--- src/rtl/spi_sel_pkg.sv ---
// Shared types and constants for the select-gated SPI slave.
// Assumes a byte-wide register bus with a 2-bit address.
package spi_sel_pkg;

    // Transfer configuration held in the control register.
    typedef struct packed {
        logic lsb_first;
        logic cpol;
        logic cpha;
    } spi_cfg_t;

    localparam logic [1:0] ADDR_CTRL = 2'd0;
    localparam logic [1:0] ADDR_TX   = 2'd1;
    localparam logic [1:0] ADDR_RX   = 2'd2;

    localparam int ST_TX_EMPTY = 4;
    localparam int ST_RX_FULL  = 5;
    localparam int ST_DONE     = 6;

endpackage

--- src/rtl/spi_sel_sync.sv ---
// Multi-stage synchronizer for asynchronous pins.
// Each bit is handled on its own; the block assumes the bits carry no
// relationship that needs to be kept across the crossing.
module spi_sel_sync #(
    parameter int          W       = 3,
    parameter int          STAGES  = 2,
    parameter logic [W-1:0] RST_VAL = '0
) (
    input  logic         clk,
    input  logic         rst_n,
    input  logic [W-1:0] d_i,
    output logic [W-1:0] q_o
);
    logic [W-1:0] stage [STAGES];

    for (genvar s = 0; s < STAGES; s++) begin : g_stage
        if (s == 0) begin : g_first
            // First flop: samples the raw pin.
            always_ff @(posedge clk) begin
                if (!rst_n) stage[s] <= RST_VAL;
                else        stage[s] <= d_i;
            end
        end else begin : g_next
            // Later flops: let metastability settle.
            always_ff @(posedge clk) begin
                if (!rst_n) stage[s] <= RST_VAL;
                else        stage[s] <= stage[s-1];
            end
        end
    end

    assign q_o = stage[STAGES-1];
endmodule

--- src/rtl/spi_sel_core.sv ---
// Bit engine: edge detection on the synchronized SCLK, MOSI capture,
// bit counting, TX shifter and receive assembly. Assumes the system clock
// is at least 4x SCLK, so that sample and shift events are at least two
// system cycles apart.
module spi_sel_core
    import spi_sel_pkg::*;
#(
    parameter int DATA_W = 8,
    localparam int CNT_W = $clog2(DATA_W + 1)
) (
    input  logic              clk,
    input  logic              rst_n,
    input  logic              sclk_s,
    input  logic              mosi_s,
    input  logic              ssn_s,
    input  spi_cfg_t          cfg,
    input  logic [DATA_W-1:0] tx_buf,
    input  logic              tx_empty,
    output logic              miso_o,
    output logic              tx_load,
    output logic              byte_done,
    output logic [DATA_W-1:0] rx_word,
    output logic              ss_act,
    output logic [CNT_W-1:0]  bitcnt
);
    logic              sclk_d;
    logic              ssn_d;
    logic              cap;
    logic [DATA_W-1:0] rx_sh;
    logic [DATA_W-1:0] tx_sh;
    logic              sclk_edge;
    logic              lead_ev;
    logic              trail_ev;
    logic              sample_ev;
    logic              shift_ev;
    logic              mid_shift;
    logic              ss_fall;

    // Push one bit into a word in the configured direction.
    function automatic logic [DATA_W-1:0] push_bit(
        input logic [DATA_W-1:0] w, input logic b, input logic lsb);
        return lsb ? {b, w[DATA_W-1:1]} : {w[DATA_W-2:0], b};
    endfunction

    // Previous values of SCLK and select, used for edge detection.
    always_ff @(posedge clk) begin
        if (!rst_n) begin
            sclk_d <= 1'b0;
            ssn_d  <= 1'b1;
        end else begin
            sclk_d <= sclk_s;
            ssn_d  <= ssn_s;
        end
    end

    // Classify edges and map them onto sample and shift events by phase.
    always_comb begin
        ss_act    = !ssn_s;
        ss_fall   = ssn_d && !ssn_s;
        sclk_edge = sclk_s ^ sclk_d;
        lead_ev   = sclk_edge && (sclk_s != cfg.cpol);
        trail_ev  = sclk_edge && (sclk_s == cfg.cpol);
        sample_ev = ss_act && (cfg.cpha ? trail_ev : lead_ev);
        shift_ev  = ss_act && (cfg.cpha ? lead_ev : trail_ev);
        mid_shift = shift_ev && (bitcnt != '0);
        byte_done = ss_act && (bitcnt == CNT_W'(DATA_W));
        tx_load   = (ss_fall && !cfg.cpha) || (shift_ev && (bitcnt == '0));
        rx_word   = push_bit(rx_sh, cap, cfg.lsb_first);
    end

    // Bit counter: counts samples, cleared at byte end or when deselected.
    always_ff @(posedge clk) begin
        if (!rst_n)          bitcnt <= '0;
        else if (!ss_act)    bitcnt <= '0;
        else if (byte_done)  bitcnt <= '0;
        else if (sample_ev)  bitcnt <= bitcnt + 1'b1;
    end

    // Capture register: holds MOSI from the sampling edge to the next shift.
    always_ff @(posedge clk) begin
        if (!rst_n)         cap <= 1'b0;
        else if (sample_ev) cap <= mosi_s;
    end

    // Receive assembly: the held bit enters the shifter on each mid-byte shift.
    always_ff @(posedge clk) begin
        if (!rst_n)         rx_sh <= '0;
        else if (mid_shift) rx_sh <= push_bit(rx_sh, cap, cfg.lsb_first);
    end

    // Transmit shifter: loaded at the start of a byte, then shifted out.
    always_ff @(posedge clk) begin
        if (!rst_n)         tx_sh <= '1;
        else if (!ss_act)   tx_sh <= '1;
        else if (tx_load)   tx_sh <= tx_empty ? '1 : tx_buf;
        else if (mid_shift) tx_sh <= push_bit(tx_sh, 1'b1, cfg.lsb_first);
    end

    // Output bit: the current head of the shifter; idle high when deselected.
    assign miso_o = ss_act ? (cfg.lsb_first ? tx_sh[0] : tx_sh[DATA_W-1]) : 1'b1;

endmodule

--- src/rtl/spi_sel_regs.sv ---
// Register file: control bits, TX and RX buffers and status flags.
// Reads have side effects (status read clears done, RX read clears RX full).
// Assumes DATA_W >= 8 so that all status bits fit.
module spi_sel_regs
    import spi_sel_pkg::*;
#(
    parameter int DATA_W = 8
) (
    input  logic              clk,
    input  logic              rst_n,
    input  logic [1:0]        bus_addr,
    input  logic              bus_wr,
    input  logic              bus_rd,
    input  logic [DATA_W-1:0] bus_wdata,
    output logic [DATA_W-1:0] bus_rdata,
    input  logic              tx_load,
    input  logic              byte_done,
    input  logic [DATA_W-1:0] rx_word,
    output spi_cfg_t          cfg,
    output logic [DATA_W-1:0] tx_buf,
    output logic              tx_empty,
    output logic [DATA_W-1:0] rx_buf,
    output logic              rx_full,
    output logic              xfer_done
);
    logic wr_ctrl, wr_tx, rd_ctrl, rd_rx;

    // Decode the bus strobes per address.
    always_comb begin
        wr_ctrl = bus_wr && (bus_addr == ADDR_CTRL);
        wr_tx   = bus_wr && (bus_addr == ADDR_TX);
        rd_ctrl = bus_rd && (bus_addr == ADDR_CTRL);
        rd_rx   = bus_rd && (bus_addr == ADDR_RX);
    end

    // Control register: polarity, phase and bit order.
    always_ff @(posedge clk) begin
        if (!rst_n)       cfg <= '0;
        else if (wr_ctrl) cfg <= spi_cfg_t'(bus_wdata[2:0]);
    end

    // TX buffer and empty flag: a write fills it, a shifter load drains it.
    always_ff @(posedge clk) begin
        if (!rst_n) begin
            tx_buf   <= '0;
            tx_empty <= 1'b1;
        end else if (wr_tx) begin
            tx_buf   <= bus_wdata;
            tx_empty <= 1'b0;
        end else if (tx_load) begin
            tx_empty <= 1'b1;
        end
    end

    // RX buffer and full flag: filled at byte end, flag cleared by a read.
    always_ff @(posedge clk) begin
        if (!rst_n) begin
            rx_buf  <= '0;
            rx_full <= 1'b0;
        end else if (byte_done) begin
            rx_buf  <= rx_word;
            rx_full <= 1'b1;
        end else if (rd_rx) begin
            rx_full <= 1'b0;
        end
    end

    // Done flag: set at byte end, cleared by a status read.
    always_ff @(posedge clk) begin
        if (!rst_n)         xfer_done <= 1'b0;
        else if (byte_done) xfer_done <= 1'b1;
        else if (rd_ctrl)   xfer_done <= 1'b0;
    end

    // Read mux: the TX address reads back zero, unused addresses read zero.
    always_comb begin
        bus_rdata = '0;
        unique case (bus_addr)
            ADDR_CTRL: begin
                bus_rdata[2:0]         = cfg;
                bus_rdata[ST_TX_EMPTY] = tx_empty;
                bus_rdata[ST_RX_FULL]  = rx_full;
                bus_rdata[ST_DONE]     = xfer_done;
            end
            ADDR_RX: bus_rdata = rx_buf;
            default: bus_rdata = '0;
        endcase
    end

endmodule

--- src/rtl/spi_sel_slave.sv ---
// Top of the select-gated SPI slave: synchronizes the pins and connects
// the bit engine to the register file. Assumes clk is at least 4x SCLK.
module spi_sel_slave
    import spi_sel_pkg::*;
#(
    parameter int DATA_W   = 8,
    parameter int SYNC_STG = 2,
    localparam int CNT_W   = $clog2(DATA_W + 1)
) (
    input  logic              clk,
    input  logic              rst_n,
    input  logic              sclk_i,
    input  logic              mosi_i,
    input  logic              ssel_n_i,
    output logic              miso_o,
    input  logic [1:0]        bus_addr,
    input  logic              bus_wr,
    input  logic              bus_rd,
    input  logic [DATA_W-1:0] bus_wdata,
    output logic [DATA_W-1:0] bus_rdata
);
    logic [2:0]        pins_s;
    spi_cfg_t          cfg;
    logic [DATA_W-1:0] tx_buf;
    logic              tx_empty;
    logic [DATA_W-1:0] rx_buf;
    logic              rx_full;
    logic              xfer_done;
    logic              tx_load;
    logic              byte_done;
    logic [DATA_W-1:0] rx_word;
    logic              ss_act;
    logic [CNT_W-1:0]  bitcnt;

    spi_sel_sync #(
        .W       (3),
        .STAGES  (SYNC_STG),
        .RST_VAL (3'b100)
    ) u_sync (
        .clk   (clk),
        .rst_n (rst_n),
        .d_i   ({ssel_n_i, mosi_i, sclk_i}),
        .q_o   (pins_s)
    );

    spi_sel_core #(.DATA_W(DATA_W)) u_core (
        .clk       (clk),
        .rst_n     (rst_n),
        .sclk_s    (pins_s[0]),
        .mosi_s    (pins_s[1]),
        .ssn_s     (pins_s[2]),
        .cfg       (cfg),
        .tx_buf    (tx_buf),
        .tx_empty  (tx_empty),
        .miso_o    (miso_o),
        .tx_load   (tx_load),
        .byte_done (byte_done),
        .rx_word   (rx_word),
        .ss_act    (ss_act),
        .bitcnt    (bitcnt)
    );

    spi_sel_regs #(.DATA_W(DATA_W)) u_regs (
        .clk       (clk),
        .rst_n     (rst_n),
        .bus_addr  (bus_addr),
        .bus_wr    (bus_wr),
        .bus_rd    (bus_rd),
        .bus_wdata (bus_wdata),
        .bus_rdata (bus_rdata),
        .tx_load   (tx_load),
        .byte_done (byte_done),
        .rx_word   (rx_word),
        .cfg       (cfg),
        .tx_buf    (tx_buf),
        .tx_empty  (tx_empty),
        .rx_buf    (rx_buf),
        .rx_full   (rx_full),
        .xfer_done (xfer_done)
    );

endmodule

--- config.mk ---
export PLATFORM = sky130hd
export DESIGN_NAME = spi_sel_slave
export DESIGN_NICKNAME = d
export VERILOG_FILES = /design/src/rtl/spi_sel_pkg.sv /design/src/rtl/spi_sel_sync.sv /design/src/rtl/spi_sel_core.sv /design/src/rtl/spi_sel_regs.sv /design/src/rtl/spi_sel_slave.sv
export SDC_FILE = /design/constraint.sdc
export NUM_CORES = 1
export LEC_CHECK = 0
export BUFFER_PORTS_ARGS = -buffer_cell sky130_fd_sc_hd__buf_2
export CAP_MARGIN = 5
export CORE_MARGIN = 5
export CORE_UTILIZATION = 53
export CTS_CLUSTER_DIAMETER = 30
export DETAILED_ROUTE_END_ITERATION = 7
export GPL_TIMING_DRIVEN = 0
export PLACE_DENSITY = 0.74
export SLEW_MARGIN = 20
export SYNTH_ARGS = -nofsm -noshare
export SYNTH_HDL_FRONTEND = slang
export SYNTH_SLANG_ARGS = --single-unit
--- constraint.sdc ---
create_clock -name clk -period 1.5 [get_ports clk]
set_input_delay 0.3 -clock clk [delete_from_list [all_inputs] [get_ports clk]]
set_output_delay 0.3 -clock clk [all_outputs]
set_load 0.01 [all_outputs]
==> key figures <==
Final layout
  • Final Non-Filler Cells: 403
  • Layout cells sized above 1: 38.4%
  • # fillers: 308
  • P&R area growth vs syn: 35.4%
  • Fin area: 3510 um^2
  • Layout net count: 354
  • # diodes: 0

Power
  • Flop pwr share: 51.7%
  • P_int: 2.05 mW
  • Clock share of power: 38.5%
  • Sw Share: 24.3%
  • PD cells: 773 nW/um^2
  • Worst VDD drop: 0.000593 V
  • Gate power share: 9.9%
  • Psw: 0.660 mW
  • Leakage: 1.49 nW

Drt
  • Iteration count of the initial detailed-routing pass: 7
  • Initial DRC count: 196
  • Wire per inst: 17.3 um
  • Wirelength, routed: 6.97 mm
  • Via count: 2,320
  • DR vias/cell: 5.76
  • Final ANT Viol Nets: 0
  • DRC: 0

Yosys
  • Ys async rst share: 0%
  • Count leader, synth: dfxtp_1
  • Largest cells by area after synthesis: dfxtp_1 39%, mux2i_1 10%, nand2_1 5.1%
  • Leading area contributor after synthesis: dfxtp_1
  • Count of cell types in the netlist: 37
  • Syn nets: 299
  • Sequential cell area fraction in the yosys report: 39.4%
  • Top cells by count, synth: 51 x dfxtp_1, 35 x nand2_1, 26 x mux2i_1
  • Mapped Cells: 280
  • Synth Register Bits: 51
  • Mapped Area: 2590 um^2
  • Main synth FF type: dfxtp_1
  • Post-synth EDFFs: 0
  • Top cell type's share of synthesized area: 39.4%
  • Syn avg cell area: 9.26 um^2
  • Synth Warn #: 0

STA
  • Final setup viols: 21
  • Worst Slack Setup Final: -0.116 ns
  • Min Hold Slack: 0.155 ns
  • Final period utilization: 108%
  • Fin. Hold Viols: 0
  • Max Freq: 0.619 GHz
  • RSZ-0062 raised after global routing: true
  • Slew Viols, Final: 0
  • Worst slew pin tran: 0.611 ns
  • Worst Clk Skew: 0.0151 ns
  • Final Critical Period: 1.62 ns
  • Worst slew margin: 59.1%

Floorplan
  • Initial Utilization: 54.9%
  • Die X: 80.0 um
  • Site row count: 25
  • Die ar.: 6390 um^2
  • I/O pins: 26
  • Die height: 80.0 um
  • Core area: 4720 um^2

Worst setup path
  • CP Data Required Time: 1.69 ns
  • Max Fanout on Critical Path: 9
  • Critical path class: flip-flop to flip-flop
  • CP arrival: 1.81 ns
  • Crit start category: flip-flop
  • CP Capture Type: flip-flop
  • FF-to-FF path depth: 6

Global routing
  • Vias in the first global route: 2,164
  • Gr ovfl total: 0
  • Largest net degree at the start of global routing: 17
  • GRT Resource Usage Total: 20.2%
  • First-pass GRT wire length: 10.3 mm
  • Initial antenna violation count: 0

CTS
  • Clock sink count: 51
  • Reg clk slew, reported paths: 0.10 ns
  • Clock root buffer: clkbuf_8
  • CTS Buf Count: 5
  • Clock Tree Buf Depth: 2
  • Clk Latency, worst-skew pair: 0.32 ns
  • CTS tree: built
  • H-tree depth: 2

Outcome
  • Outcome: complete, but fails checks
  • Failing checks: negative setup slack

Placed design
  • Dpl cell area: 2800 um^2
  • Routability cong.: 0.789
  • Detail Placement HPWL: 3.93 mm
  • Dpl cells: 370
  • Number of port buffers: 23

Min path
  • Worst Hold Depth: 2
  • Hold WC Path Type: input port to flip-flop

Run
  • Maxcap violations: 0
-- cells by family after synthesis --
kind of cell | count (synthesis) | share of synthesized area, %
flops | 51 | 39.4
xor+xnor | 2 | 0.965
buf+inv | 25 | 5.16
compound gates | 43 | 13.3
fa+ha+maj | 2 | 0.965
mux | 36 | 14.9
simple gates | 121 | 25.3
-- critical path, stage by stage (launching register included) --
cell,delay [ns]
dfxtp_4,0.41
and3b_1,0.21
buf_6,0.14
nor4_4,0.27
a21o_1,0.19
buf_8,0.18
o31ai_2,0.10
-- cell usage in the layout (no fill, tap or decap), types with 8 or more instances in the layout --
master	synthesis	layout
a21boi_0	9	9
and2_1	14	14
buf_2	5	24
buf_4	3	20
buf_6	3	14
dfxtp_1	51	42
mux2i_1	26	26
nand2_1	35	35
nand2b_1	12	12
nor2_1	12	11
nor2b_1	8	8
o211a_1	8	8
or3_1	11	10
-- cell type report --
cell class	instances	area (um^2)	area share [%]
inverters	3	11.3	0.321
multi-input cells	204	1710	48.7
well taps	67	83.8	2.39
plain buffers	18	151	4.31
clock inverters	2	38.8	1.10
clock buffers	6	82.6	2.35
flip-flops and latches	51	1040	29.7
repair buffers	52	393	11.2
-- routing by layer --
metal / vias up / global-route usage, % / part of all wire [%]
met5: - / 0 / 0
met4: 0 / 4.56 / 3.3
met3: 26 / 3.61 / 4.4
met2: 86 / 34.3 / 49
met1: 1110 / 26.7 / 44
li1: 1098 / - / -
-- state kept, by name, summed over array words and instances (netlist names) --
name	cells
u_core.sclk_d	1
u_core.tx_sh	8
u_regs.rx_full	1
u_regs.xfer_done	1
u_core.ssn_d	1
u_regs.tx_buf	8
u_core.bitcnt	4
u_core.rx_sh	8
u_sync.stage	6
u_regs.cfg	3
u_core.cap	1
u_regs.rx_buf	8
u_regs.tx_empty	1
-- what timing repair did --
item,4_1_cts,5_1_grt
gates resized for setup,41,55
buffers inserted,14,14
hold buffers,0,0
endpoints found under the setup margin,31,37
pin swaps,5,16
gates cloned,1,0
-- through the flow --
step	TNS, ns	utilization [%]	setup slack (ns)	power [mW]
after global placement	-4.45	59.2	-0.304	1.62
final	-1.31	74.4	-0.116	2.71
after CTS	-0.219	67.5	-0.0999	2.66
after floorplan	0	-	0.0356	1.56
after global routing	-2.64	74.4	-0.169	2.81
after detailed placement	-4.85	59.2	-0.320	1.62
-- final timing paths --
kind | from | endpoint | slack [ns]
max | u_regs.cfg[1] | u_core.tx_sh[0] | -0.12
min | ssel_n_i | u_sync.stage[0][2] | 0.16
max reg2reg | u_regs.cfg[1] | u_core.tx_sh[0] | -0.12
min reg2reg | u_sync.stage[0][2] | u_sync.stage[1][2] | 0.43
-- power groups by stage --
stage               Combinational, mW  Sequential, mW  Clock (mW)
global placement                0.195            1.42           0
floorplan                       0.141            1.42           0
CTS                             0.228            1.39        1.04
global route                    0.286            1.41        1.12
detailed placement              0.198            1.42           0
finish                          0.268            1.40        1.04
No activity file was read; power rests on OpenSTA's default activity.
